--- src/rtl/sine_dds_pkg.sv ---
package sine_dds_pkg;

  localparam int CODE_W = 12;
  localparam int CMD_W  = 16;
  localparam int IDX_W  = 4;

  typedef logic [CODE_W-1:0] code_t;
  typedef logic [CMD_W-1:0]  cmd_t;
  typedef logic [IDX_W-1:0]  idx_t;

  // Command word layout, MSB first
  typedef struct packed {
    logic  chan_b;     // 0: channel A
    logic  buffered;   // 0: unbuffered reference
    logic  gain_sel;   // held at 0
    logic  active;     // 1: output enabled
    code_t code;
  } dac_cmd_s;

  localparam logic CHAN_SEL = 1'b0;
  localparam logic BUF_SEL  = 1'b0;
  localparam logic GAIN_SEL = 1'b0;
  localparam logic RUN_SEL  = 1'b1;

  // One period of offset-binary sine, 16 points
  function automatic code_t sine_code(input idx_t k);
    case (k)
      4'd0:    sine_code = 12'd2048;
      4'd1:    sine_code = 12'd2831;
      4'd2:    sine_code = 12'd3495;
      4'd3:    sine_code = 12'd3939;
      4'd4:    sine_code = 12'd4095;
      4'd5:    sine_code = 12'd3939;
      4'd6:    sine_code = 12'd3495;
      4'd7:    sine_code = 12'd2831;
      4'd8:    sine_code = 12'd2048;
      4'd9:    sine_code = 12'd1264;
      4'd10:   sine_code = 12'd600;
      4'd11:   sine_code = 12'd156;
      4'd12:   sine_code = 12'd0;
      4'd13:   sine_code = 12'd156;
      4'd14:   sine_code = 12'd600;
      default: sine_code = 12'd1264;
    endcase
  endfunction

  function automatic cmd_t make_cmd(input code_t c);
    dac_cmd_s w;
    w.chan_b   = CHAN_SEL;
    w.buffered = BUF_SEL;
    w.gain_sel = GAIN_SEL;
    w.active   = RUN_SEL;
    w.code     = c;
    return cmd_t'(w);
  endfunction

endpackage

--- src/rtl/dds_sample_timer.sv ---
module dds_sample_timer #(
  parameter int SAMPLE_DIV = 2000
) (
  input  logic clk,
  input  logic rst,
  output logic tick
);
  localparam int CW = (SAMPLE_DIV > 1) ? $clog2(SAMPLE_DIV) : 1;

  logic [CW-1:0] cnt;

  assign tick = (cnt == CW'(SAMPLE_DIV - 1));

  always_ff @(posedge clk) begin
    if (rst)       cnt <= '0;
    else if (tick) cnt <= '0;
    else           cnt <= cnt + 1'b1;
  end
endmodule

--- src/rtl/dds_phase_table.sv ---
module dds_phase_table
  import sine_dds_pkg::*;
(
  input  logic  clk,
  input  logic  rst,
  input  logic  step,
  output idx_t  idx,
  output code_t code
);
  always_ff @(posedge clk) begin
    if (rst)       idx <= '0;
    else if (step) idx <= idx + 1'b1;
  end

  assign code = sine_code(idx);
endmodule

--- src/rtl/dds_spi_shifter.sv ---
module dds_spi_shifter #(
  parameter int SPI_HALF = 4,
  parameter int BITS     = 16
) (
  input  logic            clk,
  input  logic            rst,
  input  logic            start,
  input  logic [BITS-1:0] word,
  output logic            sclk,
  output logic            mosi,
  output logic            cs_n,
  output logic            busy,
  output logic            done
);
  localparam int DW = (SPI_HALF > 1) ? $clog2(SPI_HALF) : 1;
  localparam int BW = (BITS > 1) ? $clog2(BITS) : 1;

  logic [BITS-1:0] sh;
  logic [DW-1:0]   div;
  logic [BW-1:0]   nbit;
  logic            edge_due;
  logic            last_bit;

  assign edge_due = (div == DW'(SPI_HALF - 1));
  assign last_bit = (nbit == BW'(BITS - 1));
  assign mosi     = cs_n ? 1'b0 : sh[BITS-1];

  always_ff @(posedge clk) begin
    if (rst) begin
      sh   <= '0;
      div  <= '0;
      nbit <= '0;
      sclk <= 1'b0;
      cs_n <= 1'b1;
      busy <= 1'b0;
      done <= 1'b0;
    end else begin
      done <= 1'b0;
      if (!busy) begin
        if (start) begin
          busy <= 1'b1;
          cs_n <= 1'b0;
          sh   <= word;
          div  <= '0;
          nbit <= '0;
          sclk <= 1'b0;
        end
      end else if (edge_due) begin
        div <= '0;
        if (!sclk) begin
          sclk <= 1'b1;
        end else begin
          sclk <= 1'b0;
          if (last_bit) begin
            busy <= 1'b0;
            cs_n <= 1'b1;
            done <= 1'b1;
          end else begin
            nbit <= nbit + 1'b1;
            sh   <= {sh[BITS-2:0], 1'b0};
          end
        end
      end else begin
        div <= div + 1'b1;
      end
    end
  end
endmodule

--- src/rtl/dds_load_strobe.sv ---
module dds_load_strobe #(
  parameter int STROBE_GAP = 8,
  parameter int STROBE_LEN = 64
) (
  input  logic clk,
  input  logic rst,
  input  logic trigger,
  output logic load_n
);
  localparam int MAXV = (STROBE_GAP > STROBE_LEN) ? STROBE_GAP : STROBE_LEN;
  localparam int CW   = $clog2(MAXV + 1);

  typedef enum logic [1:0] {ST_IDLE, ST_WAIT, ST_LOW} st_t;

  st_t           st;
  logic [CW-1:0] cnt;

  always_ff @(posedge clk) begin
    if (rst) begin
      st     <= ST_IDLE;
      cnt    <= '0;
      load_n <= 1'b1;
    end else begin
      case (st)
        ST_IDLE: if (trigger) begin
          if (STROBE_GAP <= 1) begin
            st     <= ST_LOW;
            load_n <= 1'b0;
            cnt    <= '0;
          end else begin
            st  <= ST_WAIT;
            cnt <= CW'(1);
          end
        end
        ST_WAIT: begin
          if (cnt == CW'(STROBE_GAP - 1)) begin
            st     <= ST_LOW;
            load_n <= 1'b0;
            cnt    <= '0;
          end else begin
            cnt <= cnt + 1'b1;
          end
        end
        ST_LOW: begin
          if (cnt == CW'(STROBE_LEN - 1)) begin
            st     <= ST_IDLE;
            load_n <= 1'b1;
            cnt    <= '0;
          end else begin
            cnt <= cnt + 1'b1;
          end
        end
        default: st <= ST_IDLE;
      endcase
    end
  end
endmodule

--- src/rtl/sine_dds_dac.sv ---
module sine_dds_dac
  import sine_dds_pkg::*;
#(
  parameter int SAMPLE_DIV = 2000,
  parameter int SPI_HALF   = 4,
  parameter int STROBE_GAP = 8,
  parameter int STROBE_LEN = 64
) (
  input  logic clk,
  input  logic rst,
  output logic dac_sclk,
  output logic dac_mosi,
  output logic dac_cs_n,
  output logic dac_load_n
);
  // Named internal events, visible to the bound checker
  logic  sample_tick;
  idx_t  phase_idx;
  code_t sample_code;
  cmd_t  cmd_word;
  logic  frame_busy;
  logic  frame_done;

  dds_sample_timer #(.SAMPLE_DIV(SAMPLE_DIV)) u_timer (
    .clk  (clk),
    .rst  (rst),
    .tick (sample_tick)
  );

  dds_phase_table u_table (
    .clk  (clk),
    .rst  (rst),
    .step (sample_tick),
    .idx  (phase_idx),
    .code (sample_code)
  );

  assign cmd_word = make_cmd(sample_code);

  dds_spi_shifter #(.SPI_HALF(SPI_HALF), .BITS(CMD_W)) u_spi (
    .clk   (clk),
    .rst   (rst),
    .start (sample_tick),
    .word  (cmd_word),
    .sclk  (dac_sclk),
    .mosi  (dac_mosi),
    .cs_n  (dac_cs_n),
    .busy  (frame_busy),
    .done  (frame_done)
  );

  dds_load_strobe #(.STROBE_GAP(STROBE_GAP), .STROBE_LEN(STROBE_LEN)) u_strobe (
    .clk     (clk),
    .rst     (rst),
    .trigger (frame_done),
    .load_n  (dac_load_n)
  );
endmodule

--- config.mk ---
export PLATFORM = sky130hd
export DESIGN_NAME = sine_dds_dac
export DESIGN_NICKNAME = d
export VERILOG_FILES = /design/src/rtl/sine_dds_pkg.sv /design/src/rtl/dds_sample_timer.sv /design/src/rtl/dds_phase_table.sv /design/src/rtl/dds_spi_shifter.sv /design/src/rtl/dds_load_strobe.sv /design/src/rtl/sine_dds_dac.sv
export SDC_FILE = /design/constraint.sdc
export NUM_CORES = 1
export LEC_CHECK = 0
export BUFFER_PORTS_ARGS = -buffer_cell sky130_fd_sc_hd__buf_4
export CAP_MARGIN = 5
export CORE_ASPECT_RATIO = 0.5
export CORE_MARGIN = 5
export CORE_UTILIZATION = 40
export CTS_BUF_LIST = sky130_fd_sc_hd__clkbuf_8
export DETAILED_ROUTE_END_ITERATION = 16
export SLEW_MARGIN = 10
export SYNTH_ARGS = -nofsm -noshare
export SYNTH_HDL_FRONTEND = slang
export SYNTH_SLANG_ARGS = --single-unit
--- constraint.sdc ---
create_clock -name clk -period 3.7 [get_ports clk]
set_clock_uncertainty 0.1 [all_clocks]
set_input_delay 0.37 -clock clk [delete_from_list [all_inputs] [get_ports clk]]
set_output_delay 0.37 -clock clk [all_outputs]
set_load 0.02 [all_outputs]
* After elaboration in Yosys (flattened, before gate mapping) *
Memory sizes are Yosys's and may differ from the RTL's. A register that Yosys moved wholly into a read port is not among the register bits.
Cells that the tools add are included.

word-level totals
  memories = 1
  memory bits (writable) = 0
  bits in registers = 51
  latch bits = 0
  ROM bits = 192
  input port bits = 2

cells by class
  order comparisons = 0
  shift operators = 0
  add/subtract/negate cells = 5
  equal/unequal tests = 14
  multipliers = 0
  bitwise gates (word level) = 3
  divide/modulo/power cells = 0
  muxes and demuxes = 41
  reduce and logical (&&, ||, !) cells = 12

memory list
  memory            words  width  read ports  clocked after memory_dff  wr ports  line                text
  (name not given)  16     12     1           1                         0         sine_dds_pkg.sv:27  case (k)

operators with widths
  operator                                               number
  2-to-1 mux 16 bit                                      5
  2-to-1 mux 4 bit                                       7
  2-to-1 mux 7 bit                                       3
  one-hot mux 7 bit (3 select lines)                     1
  2-to-1 mux 1 bit                                       17
  2-to-1 mux 2 bit                                       6
  adder 11 x 1 -> 11 bit, second input constant          1
  == test 11 bit, second input constant                  1
  adder 4 x 1 -> 4 bit, second input constant            2
  inequality test 2 bit, second input constant           4
  AND reduction 4 bit                                    2
  adder 7 x 1 -> 7 bit, second input constant            1
  == test 7 x 3 -> 1 bit, second input constant          1
  == test 7 x 6 -> 1 bit, second input constant          1
  inequality test 2 x 1 -> 1 bit, second input constant  3
  one-hot mux 2 bit (3 select lines)                     1
  AND reduction 3 bit                                    2
  == test 2 bit, second input constant                   2
  == test 4 bit, second input constant                   1
  AND reduction 2 bit                                    2
  nonzero test 2 bit                                     2
  OR reduction 4 bit                                     1
  NOT 1 bit                                              3
  nonzero test 3 bit                                     1
  other kinds (5)                                        5

* Depth between registers and ports, before layout *
Gate-level depths: netlist of the first run.

  word-level depth = 5
  mapped depth = 9
  depth with buffers taken out = 9

* Modules after synthesis *
A second synthesis of the first run with hierarchy kept.

unflattened totals
  cell total of the unflattened synthesis = 342
  area, all modules = 3105.5 sq um

by module, submodules not included
  module            area each (sq um)  cells an instance  seq. area each (sq um)  times used
  dds_spi_shifter   1208.7             127                520.5                   1
  dds_phase_table   705.7              72                 260.2                   1
  dds_load_strobe   699.4              84                 200.2                   1
  dds_sample_timer  484.2              57                 220.2                   1
  sine_dds_dac      7.5                2                  0.0                     1

* Worst setup path before layout of the first run *
OpenSTA, ideal clock, no wires.

  kind = flip-flop to flip-flop
  start point = reg u_timer.cnt[4]
  end point = reg, netlist name u_table.code[3]
  data arrival time = 2.317 ns
  library setup time = 0.124 ns
  path slack = 1.159 ns
  cell stages (with the launch flop) = 9
  period minus slack after synthesis = 2.541 ns
  cells stage by stage = dfxtp_1 or3b_1 buf_6 nor3_4 mux2i_1 inv_1 ha_1 xnor2_1 o22ai_1

on the way
  longest elaborated chain between the ends = 3

RTL lines
  element                                   line                    text
  start, declared                           dds_sample_timer.sv:10  logic [CW-1:0] cnt;
  start signal, assigned                    dds_sample_timer.sv:17  else cnt <= cnt + 1'b1;
  == test 11 bit                            dds_sample_timer.sv:12  assign tick = (cnt == CW'(SAMPLE_DIV - 1));
  2-to-1 mux 4 bit (no line) (2 in series)  --

Every way passes these cells.
A chain may end at the register's enable or synchronous reset.

* Worst setup path in the final report of the first run *
  start point = reg u_timer.cnt[4]
  end point = reg, netlist name u_table.code[3]

on the way
  longest elaborated chain between the ends = 3

RTL lines
  element                                   line
  == test 11 bit                            dds_sample_timer.sv:12
  2-to-1 mux 4 bit (no line) (2 in series)  --

Every way passes these cells.

==> results of run 1 <==
## how the worst max path moves through the flow
stage / from / to / slack [ns] / depth (start not counted)
6_report: u_timer.cnt[4]$_SDFF_PP0_ / u_table.code[3]$_DFF_P_ / 0.86 / 7
5_1_grt: u_timer.cnt[0]$_SDFF_PP0_ / u_table.code[3]$_DFF_P_ / 0.54 / 8
2_1_floorplan: u_timer.cnt[4]$_SDFF_PP0_ / u_table.code[3]$_DFF_P_ / 1.16 / 8
3_5_place_dp: u_timer.cnt[4]$_SDFF_PP0_ / u_table.code[3]$_DFF_P_ / 0.84 / 7
4_1_cts: u_timer.cnt[4]$_SDFF_PP0_ / u_table.code[3]$_DFF_P_ / 0.84 / 7
3_3_place_gp: u_timer.cnt[4]$_SDFF_PP0_ / u_table.code[3]$_DFF_P_ / 0.97 / 7
## registers in the layout (all words and copies together), names as in the netlist
| signal | cells |
|---|---|
| u_spi.busy | 1 |
| u_spi.cs_n | 1 |
| u_spi.div | 2 |
| u_spi.done | 1 |
| u_spi.nbit | 4 |
| u_spi.sclk | 1 |
| u_spi.sh | 16 |
| u_strobe.cnt | 7 |
| u_strobe.load_n | 1 |
| u_strobe.st | 2 |
| u_table.code | 9 |
| u_table.idx | 4 |
| u_timer.cnt | 11 |
## worst register-to-register path, delay by kind of cell (launching register included)
family | cells | cell delay (ns)
buffers and inverters | 1 | 0.32
and+or+nand+nor | 2 | 0.89
adders and majority gates | 1 | 0.32
muxes | 1 | 0.47
DFF | 1 | 0.34
AOI/OAI and AO/OA | 2 | 0.25
## power breakdown
group	total [mW]	internal [mW]	switching, mW	leakage (nW)
clock	0.500	0.268	0.232	0.0976
combinational	0.0555	0.0192	0.0363	0.611
sequential	0.659	0.653	0.00576	0.484
total	1.21	0.941	0.274	1.19
## area by class of cell
type	instances	area, um^2
clock buffer	11	151
clock inverter	4	17.5
fill	675	3690
inverter	12	46.3
multi-input combinational	231	1540
sequential	60	1200
tap	92	115
timing repair buffer	10	75.1
## layer usage
layer | up-vias | routed length [um] | global-route usage
li1 | 1114 | - | -
met5 | - | 0 | 0
met4 | 0 | 12 | 0.0173
met3 | 4 | 195 | 0.0594
met2 | 16 | 2430 | 0.210
met1 | 995 | 2480 | 0.146
## cell usage in the layout (no fill, tap or decap), drive strengths merged, types with 3 or more instances in the layout
master,instances
dfxtp,60
nor2,46
nand2,24
mux2i,18
ha,16
nand3,14
nor3,14
inv,12
a21oi,12
clkbuf,11
nor2b,10
a211oi,10
buf,10
xnor2,7
xor2,7
o21ai,7
a31oi,6
or2,5
a22oi,4
clkinv,4
nor4,4
nor3b,3
## cell families after synthesis
group / Yosys count
buffers and inverters: 29
multiplexers: 18
adder cells (fa/ha/maj): 16
XOR/XNOR: 14
AND/OR/NAND/NOR: 134
AO/OA/AOI/OAI: 49
flip-flops: 60
## stage by stage
step	cells	util	total power, mW	setup slack, ns
floorplan	320	-	0.717	1.16
global placement	405	0.435	0.727	0.973
detailed placement	405	0.435	0.729	0.839
CTS	420	0.460	1.23	0.837
global route	420	0.460	1.26	0.542
finish	420	0.460	1.21	0.863
==> results by group, run 1 <==
Worst hold path
  – Hold path depth: 1
  – Hold Path Sink: u_timer.cnt[0]$_SDFF_PP0_
  – Hold Crit Class: flop to flop
  – Hold Crit Start: u_timer.cnt[0]$_SDFF_PP0_

Global routing
  – Largest net degree at the start of global routing: 45
  – Total gr overflow: 0
  – Overall Global Routing Usage: 0.124
  – Vias in the first global route: 2115
  – Initial antenna violation count: 0
  – First-pass GRT wire length: 9.18 mm

Place
  – Placed cell area: 2970 um^2
  – Port Buffers: 5
  – Final Wtd Congestion: 0.785
  – Post-DP HPWL: 3.60 mm

Setup path
  – Crit end category: flop
  – Crit path largest cell delay: 0.55 ns
  – Worst EP arrival: 2.91 ns
  – Critical path class: flop to flop
  – Slowest cell on the critical path: or3b_1
  – R2r startpoint: u_timer.cnt[4]$_SDFF_PP0_
  – Crit path required time: 3.78 ns
  – Worst path top cell family by delay: simple AND/OR/NAND/NOR gates
  – Critical R2R Capture: u_table.code[3]$_DFF_P_
  – Reg2reg setup slack: 0.86 ns
  – CP Max Fanout: 7
  – Startpoint types: flop
  – Reg2Reg Depth: 7
  – CP Cell Sequence: or3b_1, nor3_4, mux2i_1, clkinv_1, ha_1, o21ai_0, o22ai_1
  – Worst path buffer plus inverter count: 1

Logic synthesis
  – Yosys warnings: 0
  – Synth area leader: dfxtp_1
  – Most numerous cell in the Yosys netlist: dfxtp_1
  – Commonest cells post-synth: 60 x dfxtp_1, 46 x nor2_1, 24 x nand2_1
  – Post-synth EDFFs: 0
  – Synthesized instance count: 320
  – Ys async rst share: 0
  – Compound-Gate Fraction of Synth Area: 0.115
  – Post-Synth XOR/XNOR Area: 0.0427
  – Net count after synthesis: 338
  – Mux cell area share after synthesis: 0.0627
  – Main combinational cell family by area after synthesis: simple AND/OR/NAND/NOR gates
  – Yosys reg bits: 60
  – Simple-Gate Fraction of Synth Area: 0.245
  – Synth unique cells: 52
  – Top cells by area, synth: dfxtp_1 42%, ha_1 7.0%, mux2i_1 6.3%
  – Ys flop type: dfxtp_1
  – Post-Synth Adder-Cell Area: 0.0697
  – Post-synthesis sequential area ratio: 0.418
  – Mapped cell area: 2870 um^2
  – Post-synth top area share: 0.418
  – Mean Syn Cell Area: 8.98 um^2

Route
  – DRC Markers: 0
  – DRT iter0 DRCs: 113
  – Via density: 5.07
  – Post-route ant nets: 0
  – DRT Pass-1 Iters: 4
  – Post-DR wirelength/cell: 12.2 um
  – WL final: 5.11 mm
  – Vias: 2129

Timing
  – Slew headroom: 0.435
  – Final setup fails: 0
  – Unrepaired setup endpoints after global routing: no
  – Final worst path period need: 2.84 ns
  – Fin crit share: 0.767
  – Least-Margin Pin Slew: 0.824 ns
  – Final hold viol count: 0
  – FMAX: 353 MHz
  – Hold_ws: 0.355 ns
  – Setup TNS Final: 0 ns
  – Fin. max-slew vios: 0

Clock tree
  – Worst skew pair latency: 0.33 ns
  – Post-CTS sizing: 0
  – Inserted Clock Buffers: 9
  – Root Driver: clkbuf_8
  – CTS Hold Bufs: 0
  – Clock sink count: 60
  – Post-CTS Setup Inserts: 0
  – CTS tree: yes
  – H-tree depth reported by CTS: 3
  – CTS max path bufs: 2
  – Clock-pin slew on the worst setup and hold paths: 0.07 ns

Final layout
  – Final Cell Area: 3140 um^2
  – Area Overhead vs Synth: 9.41%
  – Nets: 342
  – Share of layout cells above drive strength 1: 0.107
  – ANT cells: 0

Floorplanning
  – DIE HEIGHT: 69.9 um
  – # IOs: 6
  – Row cnt: 21
  – Starting density of the core: 0.421
  – Die area: 9080 um^2
  – Core ar.: 6830 um^2
  – Die X: 130 um

Pwr
  – Leakage Power: 1.19 nW
  – Worst VDD drop: 0.000153 V
  – Power per Cell Area: 386 nW/um^2

Run status
  – Status: complete, no violations

Run
  – Number of max-cap violations: 0
Note: power is estimated with default switching activity, not from simulation.
==> run 2, diff against run 1 <==
Clock period 3.7 ns to 2.7 ns, I/O delays scaled along.
==> run 2 against run 1 <==
Effect of this change: first-iteration DRC count down 14%; critical path depth unchanged; routed wire length up 2.4%; clock power up 63%; setup slack worse by 0.58 ns.
==> results by group, run 2 (synthesis results as in run 1) <==
Clock tree
  – Worst skew pair latency: 0.34 ns (about the same)
  – CTS max path bufs: 2 (unchanged)
  – Inserted Clock Buffers: 9 (unchanged)
  – CTS Hold Bufs: 0 (unchanged)
  – H-tree depth reported by CTS: 3 (unchanged)
  – Post-CTS sizing: 0 (unchanged)
  – Root Driver: clkbuf_8
  – Clock-pin slew on the worst setup and hold paths: 0.07 ns (about the same)
  – Post-CTS Setup Inserts: 0 (unchanged)
  – Clock sink count: 60 (unchanged)
  – CTS tree: yes

Route
  – DRT iter0 DRCs: 97 (-14%)
  – Vias: 2189 (+2.8%)
  – Met3 WL: 201 um (+3.1%)
  – Top sig layer: met4
  – Met2 WL: 2.34 mm (-3.7%)
  – Detailed-routing wirelength on met1: 2.55 mm (+2.9%)
  – DRC Markers: 0 (unchanged)
  – Post-DR wirelength/cell: 12.3 um (+1.2%)
  – Post-route ant nets: 0 (unchanged)
  – DRT Pass-1 Iters: 4 (unchanged)
  – WL final: 5.24 mm (+2.4%)
  – Via density: 5.15 (+1.6%)

Pwr
  – Power per Cell Area: 560 nW/um^2 (+45%)
  – Leakage Power: 1.22 nW (+2.3%)
  – Worst VDD drop: 0.000296 V (+93%)

Final layout
  – Most common cell after layout, fill and taps aside: dfxtp_1
  – Nets: 346 (+1.2%)
  – Max reg flops: 16 (unchanged)
  – Area Overhead vs Synth: 11.6%
  – Reg area: 1200 um^2 (unchanged)
  – Most frequent cells in the layout: 60 x dfxtp_1, 46 x nor2_1, 24 x nand2_1, 18 x mux2i_1, 16 x ha_1
  – Final core utilization: 0.469 (+0.00934)
  – Fill count: 645 (-4.4%)
  – Share of layout cells above drive strength 1: 0.123 (+0.0164)
  – Reg with most FFs: u_spi.sh
  – ANT cells: 0 (unchanged)
  – Area of the multi-input gates: 1540 um^2 (unchanged)

Floorplanning
  – Die X: 130 um (unchanged)
  – DIE HEIGHT: 69.9 um (unchanged)
  – Starting density of the core: 0.421 (unchanged)
  – Die area: 9080 um^2 (unchanged)
  – Core ar.: 6830 um^2 (unchanged)
  – # IOs: 6 (unchanged)
  – Row cnt: 21 (unchanged)

Place
  – Port Buffers: 5 (unchanged)
  – Post-DP HPWL: 3.73 mm (+3.5%)
  – Final Wtd Congestion: 0.817 (+4.1%)

Setup path
  – Crit end category: flop
  – Critical path class: flop to flop
  – Worst EP arrival: 2.55 ns (-0.36 ns)
  – Crit path required time: 2.83 ns (-0.95 ns)
  – Startpoint types: flop
  – CP Max Fanout: 7 (unchanged)

Timing
  – FMAX: 413 MHz (+17%)
  – Unrepaired setup endpoints after global routing: no
  – Fin. max-slew vios: 0 (unchanged)
  – Slew headroom: 0.582 (+0.147)
  – Final worst path period need: 2.42 ns (-0.417 ns)
  – Setup TNS Final: 0 ns (unchanged)
  – Least-Margin Pin Slew: 0.625 ns (-0.199 ns)
  – Final setup fails: 0 (unchanged)
  – Fin crit share: 0.896 (+0.130)
  – Final hold viol count: 0 (unchanged)

Global routing
  – Overall Global Routing Usage: 0.126 (+0.00213)
  – Initial antenna violation count: 0 (unchanged)
  – Largest net degree at the start of global routing: 27 (-40%)
  – Total gr overflow: 0 (unchanged)
  – Vias in the first global route: 2148 (+1.6%)
  – First-pass GRT wire length: 9.27 mm (+0.98%)

Run
  – Number of max-cap violations: 0 (unchanged)

Run status
  – Status: complete, no violations

Worst hold path
  – Hold Crit Class: input port to flop
-- run 2: worst paths after layout --
path,slack (ns),cells past startpoint,from,endpoint
setup / recovery,0.28,7,u_timer.cnt[4]$_SDFF_PP0_,u_table.code[3]$_DFF_P_
hold / removal,0.16,2,rst,u_timer.cnt[9]$_SDFF_PP0_
setup reg to reg,0.28,7,u_timer.cnt[4]$_SDFF_PP0_,u_table.code[3]$_DFF_P_
hold reg to reg,0.35,1,u_timer.cnt[0]$_SDFF_PP0_,u_timer.cnt[0]$_SDFF_PP0_
-- run 2: cell type report --
class	instances	area share
clock buffers	11	0.0472
clock inverters	5	0.0160
inverters	12	0.0144
multi-input cells	231	0.479
flip-flops and latches	60	0.375
well taps	92	0.0359
repair buffers	14	0.0328
-- run 2: through the flow --
stage,std cells,cell area [um^2],hold WS [ns],power [mW],setup WS [ns]
floorplan,320,2870,0.318,0.982,0.159
global placement,409,3000,0.331,0.998,0.357
detailed placement,409,3000,0.346,1.00,0.286
CTS,425,3210,0.145,1.82,0.271
global route,425,3210,0.152,1.86,0.0784
finish,425,3210,0.163,1.80,0.280
-- run 2: worst max-delay path, stage by stage, from the launching register on --
cell	delay, ns
dfxtp_1	0.34
or3b_1	0.55
nor3_4	0.24
mux2i_1	0.27
clkinv_1	0.24
ha_1	0.29
o21ai_0	0.18
o22ai_1	0.09
-- run 2: power by group --
part | switching, mW | internal [mW] | total [mW]
Combinational | 0.0508 | 0.0273 | 0.0782
Sequential | 0.00790 | 0.895 | 0.903
Clock | 0.345 | 0.470 | 0.815
-- run 2: layer usage --
layer | vias up | global-route usage
met5 | - | 0
met4 | 0 | 0.0599
met2 | 24 | 0.202
met1 | 1028 | 0.148
li1 | 1124 | -
met3 | 13 | 0.0503
==> run 3, diff against run 2 <==
Settings changed: RECOVER_POWER from default to 25.
==> run 3 against run 2 <==
Effect of this change: count of clock-buffer cells in the layout unchanged; cell count unchanged; cell area is 0.59% lower; via count grew 0.14%; sequential share of layout area is 0.22 points higher; clock power hardly changed; critical path depth unchanged; total power is essentially flat; worst hold slack got worse by 0.0014 ns; routed wire length down 0.15%; sequential power is essentially flat; maximum frequency increased by 0.30%; largest power group unchanged.
==> results by group, run 3 (synthesis results as in run 1) <==
Run status
  – Status: complete, no violations

Route
  – DRC Markers: 0 (unchanged)
  – DRT Pass-1 Iters: 4 (unchanged)
  – Via density: 5.16 (+0.14%)
  – Post-DR wirelength/cell: 12.3 um (-0.15%)
  – Post-route ant nets: 0 (unchanged)
  – WL final: 5.23 mm (-0.15%)
  – Vias: 2192 (+0.14%)
  – DRT iter0 DRCs: 104 (+7.2%)

Setup path
  – Crit path required time: 2.83 ns (about the same)
  – Slowest cell on the critical path: or3b_1
  – Critical R2R Capture: u_table.code[3]$_DFF_P_
  – Reg2reg setup slack: 0.29 ns (about the same)
  – Critical path class: flop to flop
  – CP Max Fanout: 7 (unchanged)
  – R2r startpoint: u_timer.cnt[4]$_SDFF_PP0_
  – Worst EP arrival: 2.54 ns (about the same)
  – Crit end category: flop
  – Startpoint types: flop
  – Reg2Reg Depth: 7 (unchanged)
  – CP Cell Sequence: or3b_1, nor3_4, mux2i_1, clkinv_1, ha_1, o21ai_0, o22ai_1
  – Crit path largest cell delay: 0.55 ns (about the same)

Floorplanning
  – Core ar.: 6830 um^2 (unchanged)
  – DIE HEIGHT: 69.9 um (unchanged)
  – Die area: 9080 um^2 (unchanged)
  – Die X: 130 um (unchanged)
  – # IOs: 6 (unchanged)
  – Row cnt: 21 (unchanged)
  – Starting density of the core: 0.421 (unchanged)

Final layout
  – Nets: 346 (unchanged)
  – Most common cell after layout, fill and taps aside: dfxtp_1
  – Reg with most FFs: u_spi.sh
  – ANT cells: 0 (unchanged)
  – Share of layout cells above drive strength 1: 0.105 (-0.0180)
  – Max reg flops: 16 (unchanged)
  – Most frequent cells in the layout: 60 x dfxtp_1, 46 x nor2_1, 24 x nand2_1, 18 x mux2i_1, 16 x ha_1
  – Area Overhead vs Synth: 11.0%
  – Fin cells: 425 (unchanged)

Worst hold path
  – Hold Crit Start: rst
  – Hold path depth: 2 (unchanged)
  – Hold Crit Class: input port to flop
  – Hold Path Sink: u_timer.cnt[9]$_SDFF_PP0_

Timing
  – Least-Margin Pin Slew: 0.627 ns (+0.00194 ns)
  – Fin worst setup slack: 0.288 ns (+0.00723 ns)
  – Setup TNS Final: 0 ns (unchanged)
  – Fin crit share: 0.893 (-0.00268)
  – FMAX: 415 MHz (+0.30%)
  – Final worst path period need: 2.41 ns (-0.00723 ns)
  – Slew headroom: 0.581 (-0.00130)
  – Fin. max-slew vios: 0 (unchanged)
  – Final hold viol count: 0 (unchanged)
  – Final setup fails: 0 (unchanged)
  – Unrepaired setup endpoints after global routing: no

Clock tree
  – CTS max path bufs: 2 (unchanged)
  – Post-CTS sizing: 0 (unchanged)
  – Worst skew pair latency: 0.34 ns (about the same)
  – Root Driver: clkbuf_8
  – Post-CTS Setup Inserts: 0 (unchanged)
  – CTS tree: yes
  – H-tree depth reported by CTS: 3 (unchanged)
  – Clock-pin slew on the worst setup and hold paths: 0.07 ns (about the same)
  – CTS Hold Bufs: 0 (unchanged)
  – Clock sink count: 60 (unchanged)
  – Inserted Clock Buffers: 9 (unchanged)

Pwr
  – Design Power: 1.79 mW (about the same)
  – Worst VDD drop: 0.000297 V (+0.15%)
  – Power per Cell Area: 563 nW/um^2 (+0.51%)
  – Leakage Power: 1.20 nW (-1.7%)

Place
  – Placed Cells incl. Taps: 409 (unchanged)
  – Post-Place Worst Slack: 0.286 ns (unchanged)
  – Post-DP HPWL: 3.73 mm (unchanged)
  – Port Buffers: 5 (unchanged)
  – Final Wtd Congestion: 0.817 (unchanged)

Global routing
  – Vias in the first global route: 2148 (unchanged)
  – First-pass GRT wire length: 9.27 mm (unchanged)
  – Overall Global Routing Usage: 0.126 (unchanged)
  – Largest net degree at the start of global routing: 27 (unchanged)
  – Initial antenna violation count: 0 (unchanged)
  – Total gr overflow: 0 (unchanged)

Run
  – Number of max-cap violations: 0 (unchanged)
## run 3: cell count changes in the layout (fill, tap and decap cells not counted), sizes merged
cell | previous run | this run
buf | 14 | 9
clkbuf | 11 | 16
## run 3: per-layer routing
metal | vias to the layer above | GRT usage | share of wire
li1 | 1125 | - | -
met5 | - | 0 | 0
met2 | 24 | 0.202 | 0.45
met4 | 0 | 0.0599 | 0.028
met3 | 12 | 0.0503 | 0.040
met1 | 1031 | 0.148 | 0.48
## run 3: worst max path at each step
stage	slack (ns)	startpoint	to	cells past startpoint
5_1_grt	0.08	u_timer.cnt[0]$_SDFF_PP0_	u_spi.sh[3]$_SDFFE_PP0P_	6
3_3_place_gp	0.36	u_timer.cnt[4]$_SDFF_PP0_	u_table.code[3]$_DFF_P_	7
4_1_cts	0.27	u_timer.cnt[4]$_SDFF_PP0_	u_table.code[5]$_DFF_P_	7
6_report	0.29	u_timer.cnt[4]$_SDFF_PP0_	u_table.code[3]$_DFF_P_	7
3_5_place_dp	0.29	u_timer.cnt[4]$_SDFF_PP0_	u_table.code[5]$_DFF_P_	7
2_1_floorplan	0.16	u_timer.cnt[4]$_SDFF_PP0_	u_table.code[3]$_DFF_P_	8
## run 3: metrics by stage
step	hold slack, ns	instance area [um^2]	util
after floorplan	0.318	2870	-
after global placement	0.331	3000	0.440
after detailed placement	0.346	3000	0.440
after CTS	0.145	3210	0.469
after global routing	0.152	3190	0.467
final	0.161	3190	0.467
## run 3: critical path: cells and delay by family (launching register included)
kind,cells,cell delay [ns]
compound gates,2,0.27
flops,1,0.34
buf+inv,1,0.24
simple gates,2,0.79
fa+ha+maj,1,0.29
mux,1,0.27
## run 3: cell type report
type	count	area [um^2]
Timing Repair Buffer	14	86.3
Fill cell	647	3640
Clock buffer	11	151
Multi-Input combinational cell	231	1540
Sequential cell	60	1200
Clock inverter	5	51.3
Inverter	12	46.3
Tap cell	92	115
## run 3: report_power, final
group | switching, mW | internal (mW) | leakage, nW | total (mW)
Sequential | 0.00789 | 0.895 | 0.484 | 0.903
Clock | 0.345 | 0.470 | 0.107 | 0.815
Combinational | 0.0508 | 0.0255 | 0.608 | 0.0764
Total | 0.404 | 1.39 | 1.20 | 1.79
